### src/rtl/capwr_pkg.sv
package capwr_pkg;
  // one-shot requests decoded from a control write
  typedef struct packed {
    logic sw;
    logic ld;
    logic rs;
  } capwr_req_t;
endpackage

### src/rtl/capwr_cfg.sv
module capwr_cfg #(
  parameter int unsigned NBUF = 4,
  parameter int unsigned AW   = 32,
  parameter int unsigned CW   = 12,
  parameter int unsigned STBW = 8,
  parameter int unsigned SELW = 4,
  parameter logic [AW-1:0] DEF_BASE    = 'h1800_0000,
  parameter logic [AW-1:0] BUF_STRIDE  = 'h0200_0000,
  parameter logic [AW-1:0] END_OFS     = 'h01FF_0000,
  parameter logic [AW-1:0] DEF_COL_INC = 'h80,
  parameter logic [AW-1:0] DEF_ROW_INC = 'h80,
  parameter logic [CW-1:0] DEF_BURST   = 'h7E,
  parameter logic [STBW-1:0] DEF_STRB  = 'hFC
) (
  input  logic                      clk_i,
  input  logic                      rst_ni,
  input  logic                      we_i,
  input  logic [SELW-1:0]           sel_i,
  input  logic [AW-1:0]             wdata_i,
  output logic [NBUF-1:0][AW-1:0]   base_o,
  output logic [NBUF-1:0][AW-1:0]   end_o,
  output logic [AW-1:0]             col_inc_o,
  output logic [AW-1:0]             row_inc_o,
  output logic [CW-1:0]             burst_o,
  output logic [NBUF-1:0]           buf_en_o,
  output logic [NBUF-1:0]           wr_en_o,
  output logic [STBW-1:0]           strb_o,
  output logic                      block_o,
  output capwr_pkg::capwr_req_t     req_o
);
  localparam int unsigned SEL_END   = NBUF;
  localparam int unsigned SEL_COL   = 2 * NBUF;
  localparam int unsigned SEL_ROW   = SEL_COL + 1;
  localparam int unsigned SEL_BURST = SEL_COL + 2;
  localparam int unsigned SEL_CTRL  = SEL_COL + 3;
  localparam int unsigned WEN_LSB   = NBUF;
  localparam int unsigned STB_LSB   = 2 * NBUF;
  localparam int unsigned SW_BIT    = STB_LSB + STBW;
  localparam int unsigned LD_BIT    = SW_BIT + 1;
  localparam int unsigned RS_BIT    = SW_BIT + 2;
  localparam int unsigned BLK_BIT   = SW_BIT + 3;

  logic ctrl_wr;
  assign ctrl_wr = we_i && (sel_i == SELW'(SEL_CTRL));

  always_ff @(posedge clk_i or negedge rst_ni) begin
    if (!rst_ni) begin
      for (int i = 0; i < NBUF; i++) begin
        base_o[i] <= DEF_BASE + AW'(i) * BUF_STRIDE;
        end_o[i]  <= DEF_BASE + AW'(i) * BUF_STRIDE + END_OFS;
      end
      col_inc_o <= DEF_COL_INC;
      row_inc_o <= DEF_ROW_INC;
      burst_o   <= DEF_BURST;
      buf_en_o  <= '1;
      wr_en_o   <= '1;
      strb_o    <= DEF_STRB;
      block_o   <= 1'b0;
    end else if (we_i) begin
      for (int i = 0; i < NBUF; i++) begin
        if (sel_i == SELW'(i))           base_o[i] <= wdata_i;
        if (sel_i == SELW'(SEL_END + i)) end_o[i]  <= wdata_i;
      end
      if (sel_i == SELW'(SEL_COL))   col_inc_o <= wdata_i;
      if (sel_i == SELW'(SEL_ROW))   row_inc_o <= wdata_i;
      if (sel_i == SELW'(SEL_BURST)) burst_o   <= wdata_i[CW-1:0];
      if (ctrl_wr) begin
        buf_en_o <= wdata_i[NBUF-1:0];
        wr_en_o  <= wdata_i[WEN_LSB +: NBUF];
        strb_o   <= wdata_i[STB_LSB +: STBW];
        block_o  <= wdata_i[BLK_BIT];
      end
    end
  end

  always_comb begin
    req_o.sw = ctrl_wr & wdata_i[SW_BIT];
    req_o.ld = ctrl_wr & wdata_i[LD_BIT];
    req_o.rs = ctrl_wr & wdata_i[RS_BIT];
  end
endmodule

### src/rtl/capwr_sel.sv
module capwr_sel #(
  parameter int unsigned NBUF = 4,
  parameter int unsigned BW   = 2
) (
  input  logic            clk_i,
  input  logic            rst_ni,
  input  logic [NBUF-1:0] buf_en_i,
  input  logic            sw_req_i,
  input  logic            block_i,
  input  logic            window_i,
  input  logic            hold_i,
  output logic [BW-1:0]   sel_o,
  output logic [BW-1:0]   next_o,
  output logic            apply_o
);
  logic [BW-1:0] sel_q;
  logic          pend_q;

  assign sel_o   = sel_q;
  assign apply_o = pend_q & ~block_i & window_i & ~hold_i;

  // nearest enabled buffer above the current one, wrapping; self last
  always_comb begin
    next_o = sel_q;
    for (int k = NBUF; k >= 1; k--) begin
      if (buf_en_i[BW'((int'(sel_q) + k) % NBUF)])
        next_o = BW'((int'(sel_q) + k) % NBUF);
    end
  end

  always_ff @(posedge clk_i or negedge rst_ni) begin
    if (!rst_ni) begin
      sel_q  <= '0;
      pend_q <= 1'b0;
    end else begin
      pend_q <= sw_req_i | (pend_q & ~apply_o);
      if (apply_o) sel_q <= next_o;
    end
  end
endmodule

### src/rtl/capwr_walk.sv
module capwr_walk #(
  parameter int unsigned AW = 32,
  parameter int unsigned CW = 12
) (
  input  logic          clk_i,
  input  logic          rst_ni,
  input  logic [AW-1:0] base_cur_i,
  input  logic [AW-1:0] base_next_i,
  input  logic [AW-1:0] end_cur_i,
  input  logic [AW-1:0] col_inc_i,
  input  logic [AW-1:0] row_inc_i,
  input  logic [CW-1:0] burst_i,
  input  logic          wr_en_i,
  input  logic          ld_i,
  input  logic          rs_i,
  input  logic          apply_i,
  input  logic          ready_i,
  output logic [AW-1:0] addr_o,
  output logic          valid_o,
  output logic          last_o,
  output logic          window_o
);
  logic [AW-1:0] cur_q, row_q, row_nx;
  logic [CW-1:0] col_q;
  logic          run_q, acc;

  assign addr_o   = cur_q;
  assign valid_o  = run_q & wr_en_i;
  assign acc      = valid_o & ready_i;
  assign last_o   = acc && (cur_q == end_cur_i);
  assign window_o = ~run_q | last_o;
  assign row_nx   = row_q + row_inc_i;

  always_ff @(posedge clk_i or negedge rst_ni) begin
    if (!rst_ni) begin
      cur_q <= '0;
      row_q <= '0;
      col_q <= '0;
      run_q <= 1'b0;
    end else if (ld_i || rs_i) begin
      cur_q <= base_cur_i;
      row_q <= base_cur_i;
      col_q <= '0;
      if (ld_i) run_q <= 1'b1;
    end else if (apply_i) begin
      cur_q <= base_next_i;
      row_q <= base_next_i;
      col_q <= '0;
      run_q <= 1'b1;
    end else if (last_o) begin
      run_q <= 1'b0;
    end else if (acc) begin
      if (col_q == burst_i) begin
        col_q <= '0;
        row_q <= row_nx;
        cur_q <= row_nx;
      end else begin
        col_q <= col_q + 1'b1;
        cur_q <= cur_q + col_inc_i;
      end
    end
  end
endmodule

### src/rtl/capwr_addr_gen.sv
module capwr_addr_gen #(
  parameter int unsigned NBUF = 4,
  parameter int unsigned AW   = 32,
  parameter int unsigned CW   = 12,
  parameter int unsigned STBW = 8,
  parameter logic [AW-1:0] DEF_BASE    = 'h1800_0000,
  parameter logic [AW-1:0] BUF_STRIDE  = 'h0200_0000,
  parameter logic [AW-1:0] END_OFS     = 'h01FF_0000,
  parameter logic [AW-1:0] DEF_COL_INC = 'h80,
  parameter logic [AW-1:0] DEF_ROW_INC = 'h80,
  parameter logic [CW-1:0] DEF_BURST   = 'h7E,
  parameter logic [STBW-1:0] DEF_STRB  = 'hFC,
  localparam int unsigned BW   = (NBUF > 1) ? $clog2(NBUF) : 1,
  localparam int unsigned SELW = $clog2(2 * NBUF + 4)
) (
  input  logic            clk_i,
  input  logic            rst_ni,
  input  logic            cfg_we_i,
  input  logic [SELW-1:0] cfg_sel_i,
  input  logic [AW-1:0]   cfg_wdata_i,
  output logic [AW-1:0]   addr_o,
  output logic            addr_valid_o,
  input  logic            addr_ready_i,
  output logic [STBW-1:0] strb_o,
  output logic [BW-1:0]   buf_sel_o,
  output logic [NBUF-1:0] writer_inactive_o,
  output logic            frame_done_o
);
  logic [NBUF-1:0][AW-1:0] base, endp;
  logic [AW-1:0]           col_inc, row_inc;
  logic [CW-1:0]           burst;
  logic [NBUF-1:0]         buf_en, wr_en;
  logic                    block, window, apply;
  logic [BW-1:0]           next_sel;
  capwr_pkg::capwr_req_t   req;

  capwr_cfg #(
    .NBUF(NBUF), .AW(AW), .CW(CW), .STBW(STBW), .SELW(SELW),
    .DEF_BASE(DEF_BASE), .BUF_STRIDE(BUF_STRIDE), .END_OFS(END_OFS),
    .DEF_COL_INC(DEF_COL_INC), .DEF_ROW_INC(DEF_ROW_INC),
    .DEF_BURST(DEF_BURST), .DEF_STRB(DEF_STRB)
  ) u_cfg (
    .clk_i(clk_i), .rst_ni(rst_ni), .we_i(cfg_we_i), .sel_i(cfg_sel_i),
    .wdata_i(cfg_wdata_i), .base_o(base), .end_o(endp), .col_inc_o(col_inc),
    .row_inc_o(row_inc), .burst_o(burst), .buf_en_o(buf_en), .wr_en_o(wr_en),
    .strb_o(strb_o), .block_o(block), .req_o(req)
  );

  capwr_sel #(.NBUF(NBUF), .BW(BW)) u_sel (
    .clk_i(clk_i), .rst_ni(rst_ni), .buf_en_i(buf_en), .sw_req_i(req.sw),
    .block_i(block), .window_i(window), .hold_i(req.ld | req.rs),
    .sel_o(buf_sel_o), .next_o(next_sel), .apply_o(apply)
  );

  capwr_walk #(.AW(AW), .CW(CW)) u_walk (
    .clk_i(clk_i), .rst_ni(rst_ni), .base_cur_i(base[buf_sel_o]),
    .base_next_i(base[next_sel]), .end_cur_i(endp[buf_sel_o]),
    .col_inc_i(col_inc), .row_inc_i(row_inc), .burst_i(burst),
    .wr_en_i(wr_en[buf_sel_o]), .ld_i(req.ld), .rs_i(req.rs), .apply_i(apply),
    .ready_i(addr_ready_i), .addr_o(addr_o), .valid_o(addr_valid_o),
    .last_o(frame_done_o), .window_o(window)
  );

  for (genvar i = 0; i < NBUF; i++) begin : g_inact
    assign writer_inactive_o[i] = ~(addr_valid_o && (buf_sel_o == BW'(i)));
  end
endmodule

### config.mk
export PLATFORM = sky130hd
export DESIGN_NAME = capwr_addr_gen
export DESIGN_NICKNAME = d
export VERILOG_FILES = /design/src/rtl/capwr_pkg.sv /design/src/rtl/capwr_cfg.sv /design/src/rtl/capwr_sel.sv /design/src/rtl/capwr_walk.sv /design/src/rtl/capwr_addr_gen.sv
export SDC_FILE = /design/constraint.sdc
export NUM_CORES = 1
export LEC_CHECK = 0
export BUFFER_PORTS_ARGS = -buffer_cell sky130_fd_sc_hd__buf_2
export CORE_MARGIN = 2
export CORE_UTILIZATION = 40
export DETAILED_ROUTE_END_ITERATION = 6
export PLACE_DENSITY = 0.64
export RECOVER_POWER = 25
export SETUP_SLACK_MARGIN = 0.5
export SYNTH_ARGS = -nofsm -noshare
export SYNTH_HDL_FRONTEND = slang
export SYNTH_SLANG_ARGS = --single-unit
### constraint.sdc
create_clock -name clk_i -period 4.68 [get_ports clk_i]
set_input_delay 0.936 -clock clk_i [delete_from_list [all_inputs] [get_ports clk_i]]
set_output_delay 0.936 -clock clk_i [all_outputs]
set_load 0.005 [all_outputs]
==> run summary, run 1 <==
The flow ran to the end, but the final reports show violations. The checks that failed: capacitance limit, slew limit. The share of synthesized area in the top cell type comes to 0.3649.

The combinational family with the most area after synthesis is multiplexers. The ratio of routed vias to standard cells came out at 5.849. The buffer levels on the longest clock path is 3. The total CTS buffers came out at 48.

The ratio of final minimum period to clock period came out at 0.8654. The distinct cell type count after synthesis is 71. The final clock skew is 0.01778 ns. The first global-routing pass estimated 105,800 µm of wire. The TritonCTS sink count came out at 429.

The area overhead of the layout relative to synthesis is 12.03%. Clock-pin slew was measured on the worst setup and hold paths at 0.06 ns. The post-layout net count came out at 2,164.

The launching element type of the critical path is a register. The xor/xnor cell area share of the yosys netlist is 0.03791. For this block, the initial DRC count from the detailed router was 1,455. By area the synthesized netlist is led by dfrtp_1, mux2_2, dfstp_2, mux4_2, ha_1. At the worst endpoint, the arrival time is 3.11 ns. The die boundary height came out at 247.9 µm. The logic depth of the worst setup path including buffers came out at 8. The average wire length per cell after detail routing came out at 23.86 µm. In this design, the largest share of critical-path delay is due to simple AND/OR/NAND/NOR gates. Of the total synthesized cell area, the portion taken by full adders, half adders and majority gates is 0.03691. The critical path is of the register to primary output type. In this run the power density over the cells is 621.2 mW/mm². The number of cells on the worst reg-to-reg path came out at 12. Buffers placed on the I/O ports in this run total 87. The most used flip-flop cell after synthesis is dfrtp_1. The overall power of the completed layout is 16,560 µW.

In the synthesized netlist, the cells that appear most often are mux2_2, dfrtp_1, nand2_1, a21oi_1, nor2_1. The critical path goes through buf_12 -> mux4_2 -> xnor2_1 -> nand4_1 -> nor3_1 -> nand3_1 -> inv_1 -> buf_2. The placeable core area came out at 0.05891 mm². The share of flip-flops with an asynchronous set or reset came out at 1.000.

The most common cell in the synthesized netlist is mux2_2. The sequential area share after synthesis came out at 0.4555. The max-capacitance violation count is 1. The clock network latency to the later pin of the worst-skew pair is 0.59 ns.

The floorplan step defined a die boundary enclosing 0.06145 mm². Measured along the x axis, the die boundary spans 247.9 µm. The aggregate negative setup slack is 0 ns. Summed over all cells, the static leakage comes to 0.01143 µW. The number of levels in the clock H-tree is 2. The final core area utilization is 0.4525. The remaining max-slew budget at the tightest pin is -1.080. The flip-flop and latch count after synthesis came out at 429.

The number of enable-type register cells in the synthesized netlist is 0. The post-synth net total came out at 2,125. The pre-antenna-repair detailed-routing pass consisted of 5 iterations.

The number of warning messages in the yosys log came out at 0. The leftover overflow at the end of global routing came out at 0. The number of cells traversed by the worst hold path is 2.

The number of routed nets with antenna violations is 0. The slowest stage of the critical path belongs to the cell mux4_2. TritonCTS built the clock tree.

After detailed routing, the number of remaining DRC violations is 0. The initial core utilization is 0.4039. The via count of the first global-routing pass is 16,820. The netlist area before placement came out at 0.02379 mm². The final count of negative-setup-slack endpoints is 0. In this run the count of I/O pins placed on the die edge is 88. The synthesized area per cell is 11.80 µm². The pin count of the biggest net entering global routing is 110. The post-detailed-placement half-perimeter wirelength came out at 48,090 µm.

CTS placed an instance of clkbuf_16 at the clock tree root. The layout has 5,340 filler cells. The final hold violation count came out at 0.

The minimum period implied by the final worst setup slack is 4.050 ns. The final wirelength is 68,440 µm. The buffer and inverter count on the worst path is 3.

Of all nets on the critical path, the largest fanout is 31. The transition time of the tightest slew-check pin is 3.121 ns. The area share of and/or/nand/nor cells after synthesis came out at 0.07157. The synthesized instance count is 2,016.

Of all cell types, the one taking the most synthesized area is dfrtp_1. The category of the worst setup path capture point is a primary output. The upper clock frequency limit came out at 246.9 MHz. The multiplexer share of the synthesized area is 0.2532.

Setup repair after global routing left no endpoint under its margin. The max-slew violation total from the final report came out at 107. The path class of the tightest hold or removal check is register to register. The peak supply drop came out at 0.2843 mV. The number of antenna violations at the first check in global routing came out at 1. The site row count came out at 89. The synthesized-area fraction occupied by ao, oa, aoi and oai cells came out at 0.1128.

In the final layout, the share of cells above drive strength 1 is 0.3553. Routability-driven placement finished with a final weighted congestion of 0.9142. The routed via count came out at 16,780. The worst path required time is 3.74 ns.

The all-layer global routing usage came out at 0.2271. On the worst path, the slowest cell contributes a delay of 0.55 ns.
[cell families (layout without fill, tap and decap cells)]
group | Yosys count | after routing
flops | 429 | 429
buf+inv | 170 | 248
other cells | 0 | 1
fa+ha+maj | 69 | 69
mux | 474 | 474
compound gates | 413 | 413
simple gates | 358 | 358
xor+xnor | 103 | 103
[routing by layer]
layer	vias to the layer above	GRT usage	routed length, µm
li1	7506	-	-
met1	8674	0.3333	32350
met2	482	0.3476	30580
met3	114	0.03201	3479
met4	0	0.06904	2031
met5	-	0	0
[metrics by stage]
stage                     hold slack [ns]  std cells  setup slack (ns)  instance area, µm²
after floorplan                    0.4523       2016             1.426               23790
after global placement             0.4752       2773            0.4929               25030
after detailed placement           0.4807       2773            0.4849               25030
after CTS                          0.4763       2867            0.5643               26660
after global routing               0.5084       2867            0.5033               26650
final                              0.4915       2868            0.6299               26660
[cell type report]
cell class / instances / area [µm²] / area share
Sequential cell: 429 / 10850 / 0.4069
Tap cell: 773 / 967.2 / 0.03628
Clock buffer: 82 / 1459 / 0.05473
Timing Repair Buffer: 136 / 922.1 / 0.03459
Antenna cell: 1 / 2.502 / 0.00009388
Clock inverter: 7 / 102.6 / 0.003849
Inverter: 23 / 86.33 / 0.003239
Multi-Input combinational cell: 1417 / 12270 / 0.4603
[sequential cells by signal, indices dropped and copies added, names as in the netlist]
signal           flops
u_walk.row_q        32
u_walk.addr_o       32
u_cfg.base_o       128
u_sel.pend_q         1
u_cfg.block_o        1
u_walk.col_q        12
u_cfg.row_inc_o     32
u_walk.run_q         1
u_cfg.wr_en_o        4
u_sel.sel_o          2
u_cfg.end_o        128
u_cfg.burst_o       12
u_cfg.strb_o         8
u_cfg.col_inc_o     32
u_cfg.buf_en_o       4
[timing repair]
| item | in CTS | in global routing |
|---|---|---|
| buffers inserted | 5 | 0 |
| setup endpoints to repair | 6 | 2 |
| gates resized for setup | 0 | 3 |
| hold buffers | 0 | 0 |
[power by group]
group / total [µW] / switching [µW] / internal (µW)
Sequential: 5760 / 958 / 4800
Combinational: 7020 / 3800 / 3220
Clock: 3780 / 1560 / 2220
Total: 16600 / 6310 / 10200
[placed cells by master (no fill, tap or decap), types with 21 or more instances in the layout]
cell type,synthesis,final
mux2_2,364,364
dfrtp_1,347,345
nand2_1,115,114
a21oi_1,103,103
nor2_1,99,93
buf_2,30,86
dfstp_2,82,82
o21ai_0,78,77
xnor2_1,67,67
ha_1,67,67
mux4_2,66,66
clkbuf_16,0,48
a211oi_1,46,46
mux2i_1,44,44
xor2_1,36,36
buf_4,3,35
a21o_1,31,31
nor2b_1,29,28
inv_1,23,23
o211ai_1,22,22
clkbuf_1,73,22
nand3_1,22,21
[path summary, 6_finish.rpt]
check,start,to,slack (ns)
max,u_sel.sel_o[0],frame_done_o,0.63
min,u_walk.row_q[9],u_walk.row_q[9],0.49
max reg2reg,u_sel.sel_o[1],u_walk.addr_o[24],0.78
min reg2reg,u_walk.row_q[9],u_walk.row_q[9],0.49
max in group asynchronous,rst_ni,u_cfg.base_o[59],1.40
min in group asynchronous,rst_ni,u_cfg.row_inc_o[4],1.38
[worst min-delay path, cell delays in order, from the launching register on]
cell,delay [ns]
dfrtp_1,0.35
nand2_1,0.05
o21ai_0,0.06
No activity file was read; power rests on OpenSTA's default activity.
==> run 2: changes to the inputs <==
--- a/config.mk
+++ b/config.mk
@@ -6,10 +6,12 @@
 export NUM_CORES = 1
 export LEC_CHECK = 0
 export BUFFER_PORTS_ARGS = -buffer_cell sky130_fd_sc_hd__buf_2
+export CELL_PAD_IN_SITES_DETAIL_PLACEMENT = 0
+export CELL_PAD_IN_SITES_GLOBAL_PLACEMENT = 2
 export CORE_MARGIN = 2
 export CORE_UTILIZATION = 40
 export DETAILED_ROUTE_END_ITERATION = 6
-export PLACE_DENSITY = 0.64
+export PLACE_DENSITY = 0.83
 export RECOVER_POWER = 25
 export SETUP_SLACK_MARGIN = 0.5
 export SYNTH_ARGS = -nofsm -noshare
==> run 2 against run 1 <==
Effect of this change:
- the run still ends with capacitance limit, slew limit left
- die area stayed put
- cell area rose by 0.42%
- highest routed layer unchanged
- clock power barely moved
- worst hold slack gained 0.0019 ns
- core utilization is 0.19 points higher
- via count decreased by 0.30%
- critical path type unchanged
- register-to-register slack is essentially flat
==> run summary, run 2 (synthesized netlist as in run 1, its figures left out) <==
The first-pass iteration count of the detailed router is 5 (unchanged). The category of the worst setup path capture point is a primary output. The die boundary height came to 247.9 µm (unchanged). The final clock skew is 0.03187 ns (+0.01409 ns).

The overall power of the completed layout came out at 16,510 µW (-0.32%). The clock network latency to the later pin of the worst-skew pair came out at 0.60 ns (about the same). The count of placed standard cells in the final layout, fillers left out came out at 2,874 (+0.21%). The switching part of the total power is 0.3790 (-0.002192).

The ratio of routed vias to standard cells is 5.819 (-0.51%). The remaining routing DRC violations is 0 (unchanged). The setup slack on the worst flop-to-flop path was 0.78 ns (about the same). The sequential share of power came to 0.348 (about the same). The flow ran to the end, but the final reports show violations. The endpoint identified for the worst register-to-register timing path is u_walk.addr_o[25]. The end point of the critical path is frame_done_o. The minimum period implied by the final worst setup slack came out at 3.994 ns (-0.05637 ns). The all-layer global routing usage came out at 0.2295 (+0.002374).

Compared with the post-synthesis result, the final layout area differs by 12.50%. The clock-pin slew reported for the worst setup and hold paths after clock tree synthesis came out at 0.06 ns (about the same). The minimum hold slack is 0.4934 ns (+0.001925 ns). The number of antenna cells inserted came out at 0 (-1). The post-route standard cell area excluding fillers came out at 0.02677 mm² (+0.42%). The peak supply drop is 0.3302 mV (+16%).

The checks that failed: capacitance limit, slew limit. The post-detailed-placement half-perimeter wirelength is 48,920 µm (+1.7%). The total die area came out at 0.06145 mm² (unchanged).

The total CTS buffers came out at 50 (+4.2%). The remaining max-slew budget at the tightest pin came out at -0.9835 (+0.09682). The number of instances in the placed design is 2,777 (+0.14%).

The max-capacitance violation count came to 1 (unchanged). The ratio of cells with drive above 1 in the final layout is 0.3608 (+0.005480). The via count of the first global-routing pass came to 16,920 (+0.58%). The reg-to-reg startpoint is u_sel.sel_o[0].

The aggregate negative setup slack came out at 0 ns (unchanged). The number of levels in the clock H-tree is 2 (unchanged). The average wire length per cell after detail routing was 24.14 µm (+1.1%). The largest fanout on the critical path is 12 (-61%). The first element of the critical path is u_sel.sel_o[0]. The leakage power total is 0.01153 µW (+0.81%). The ratio of final minimum period to clock period is 0.8534 (-0.01204). The number of port buffers came out at 87 (unchanged). The final count of negative-setup-slack endpoints is 0 (unchanged). The max-slew violation total from the final report is 106 (-0.93%).

The transition time of the tightest slew-check pin came to 2.975 ns (-0.1452 ns). In this run the most critical hold path is launched from u_walk.row_q[28]. The path class of the tightest hold or removal check is register to register. The first-pass GRT wire length is 106,600 µm (+0.76%).

The TritonCTS clock tree is built. The buffer levels on the longest clock path came out at 3 (unchanged). The critical path data arrival time came out at 3.06 ns (-0.05 ns). The final estimated routing congestion in global placement is 0.8901 (-2.6%). The routed via count is 16,730 (-0.30%). The portion of total power attributed to the clock network was 0.230 (+0.002). The launching element type of the critical path is a register. In the final layout, the registers with the most flip-flops are u_cfg.base_o (128), u_cfg.end_o (128). The power share of the combinational group came out at 0.422 (-0.002).

The final wirelength came out at 69,360 µm (+1.3%). The number of routed nets with antenna violations came out at 0 (unchanged). The post-layout net count came out at 2,170 (+0.28%). The top-level I/O count is 88 (unchanged). The width of the die came out at 247.9 µm (unchanged). The number of violations reported at the end of detailed-routing iteration 0 came out at 1,136 (-22%). Setup repair after global routing left no endpoint under its margin.

The worst path required time is 3.74 ns (about the same). The net switching power is 6255 µW (-0.89%). The number of cells on the worst reg-to-reg path is 11 (-1).

The library cell used most frequently in the layout, excluding fill and tap cells, is mux2_2. The root buffer cell chosen for the clock tree is clkbuf_16. The initial core utilization is 0.4039 (unchanged). The TritonCTS sink count is 429 (unchanged). The cell-internal power is 10,250 µW (about the same). The critical path is of the register to primary output type. The number of fillers in the final layout is 5,319 (-0.39%). The pin count of the biggest net entering global routing is 110 (unchanged).

The upper clock frequency limit came out at 250.4 MHz (+1.4%). The placeable core area is 0.05891 mm² (unchanged). The total power divided by cell area was 616.6 mW/mm² (-0.74%). The site row count is 89 (unchanged). In the layout the commonest cells are mux2_2, dfrtp_1, nand2_1. The cell area after placement is 0.02508 mm² (+0.17%). The final hold violation count was 0 (unchanged).

The leftover overflow at the end of global routing came out at 0 (unchanged). The number of antenna violations at the first check in global routing is 3 (+2).
## run 2: cell count changes in the layout (fill, tap and decap cells not counted), sizes merged
cell / previous run / this run
bufbuf: 0 / 1
diode: 1 / 0
bufinv: 2 / 0
clkinv: 3 / 8
clkbuf: 84 / 83
buf: 134 / 138
## run 2: power by group through the flow
stage,sequential (µW),clock (µW),combinational (µW)
after detailed placement,5800,0,6840
after global routing,5860,4040,7680
after floorplan,5370,0,5090
final,5740,3800,6970
after CTS,5730,3880,6940
after global placement,5760,0,6750
## run 2: area by class of cell
| class | count | area [µm²] | area share |
|---|---|---|---|
| clock buffer | 82 | 1511 | 0.05646 |
| clock inverter | 10 | 85.08 | 0.003178 |
| inverter | 23 | 86.33 | 0.003225 |
| multi-input combinational | 1417 | 12300 | 0.4596 |
| sequential | 429 | 10850 | 0.4052 |
| tap | 773 | 967.2 | 0.03613 |
| timing repair buffer | 140 | 969.7 | 0.03623 |
## run 2: critical path, cell delays in order (launching register included)
cell     delay [ns]
dfrtp_4        0.46
buf_4          0.26
mux4_2         0.55
xnor2_1        0.31
nand4_1        0.13
nor3_1         0.23
nand3_1        0.23
inv_1          0.15
buf_2          0.13
## run 2: worst min path at each step
| stage | end | slack [ns] | depth (start not counted) |
|---|---|---|---|
| after CTS | u_cfg.row_inc_o[6] | 0.44 | 1 |
| after detailed placement | u_walk.row_q[28] | 0.48 | 2 |
| after global routing | u_walk.row_q[19] | 0.51 | 1 |
| after floorplan | u_walk.row_q[11] | 0.45 | 2 |
| final | u_walk.row_q[28] | 0.49 | 2 |
| after global placement | u_walk.row_q[9] | 0.48 | 2 |
## run 2: timing repair
action,4_1_cts,5_1_grt
gates resized for setup,3,3
cloned,1,0
setup buffers,4,0
endpoints found under the setup margin,4,2
hold buffers,0,0
pin swaps,0,0
## run 2: per-stage QoR
step / setup slack [ns] / util
after CTS: 0.5752 / 0.4542
final: 0.6863 / 0.4544
after detailed placement: 0.4705 / 0.4257
after global routing: 0.5300 / 0.4544
after global placement: 0.4917 / 0.4257
after floorplan: 1.426 / -
## run 2: metal layers
metal / global-route usage / part of all wire / vias up
met3: 0.03255 / 0.049 / 89
met5: 0 / 0 / -
met1: 0.3349 / 0.47 / 8703
met2: 0.3597 / 0.46 / 427
met4: 0.05548 / 0.023 / 0
li1: - / - / 7506
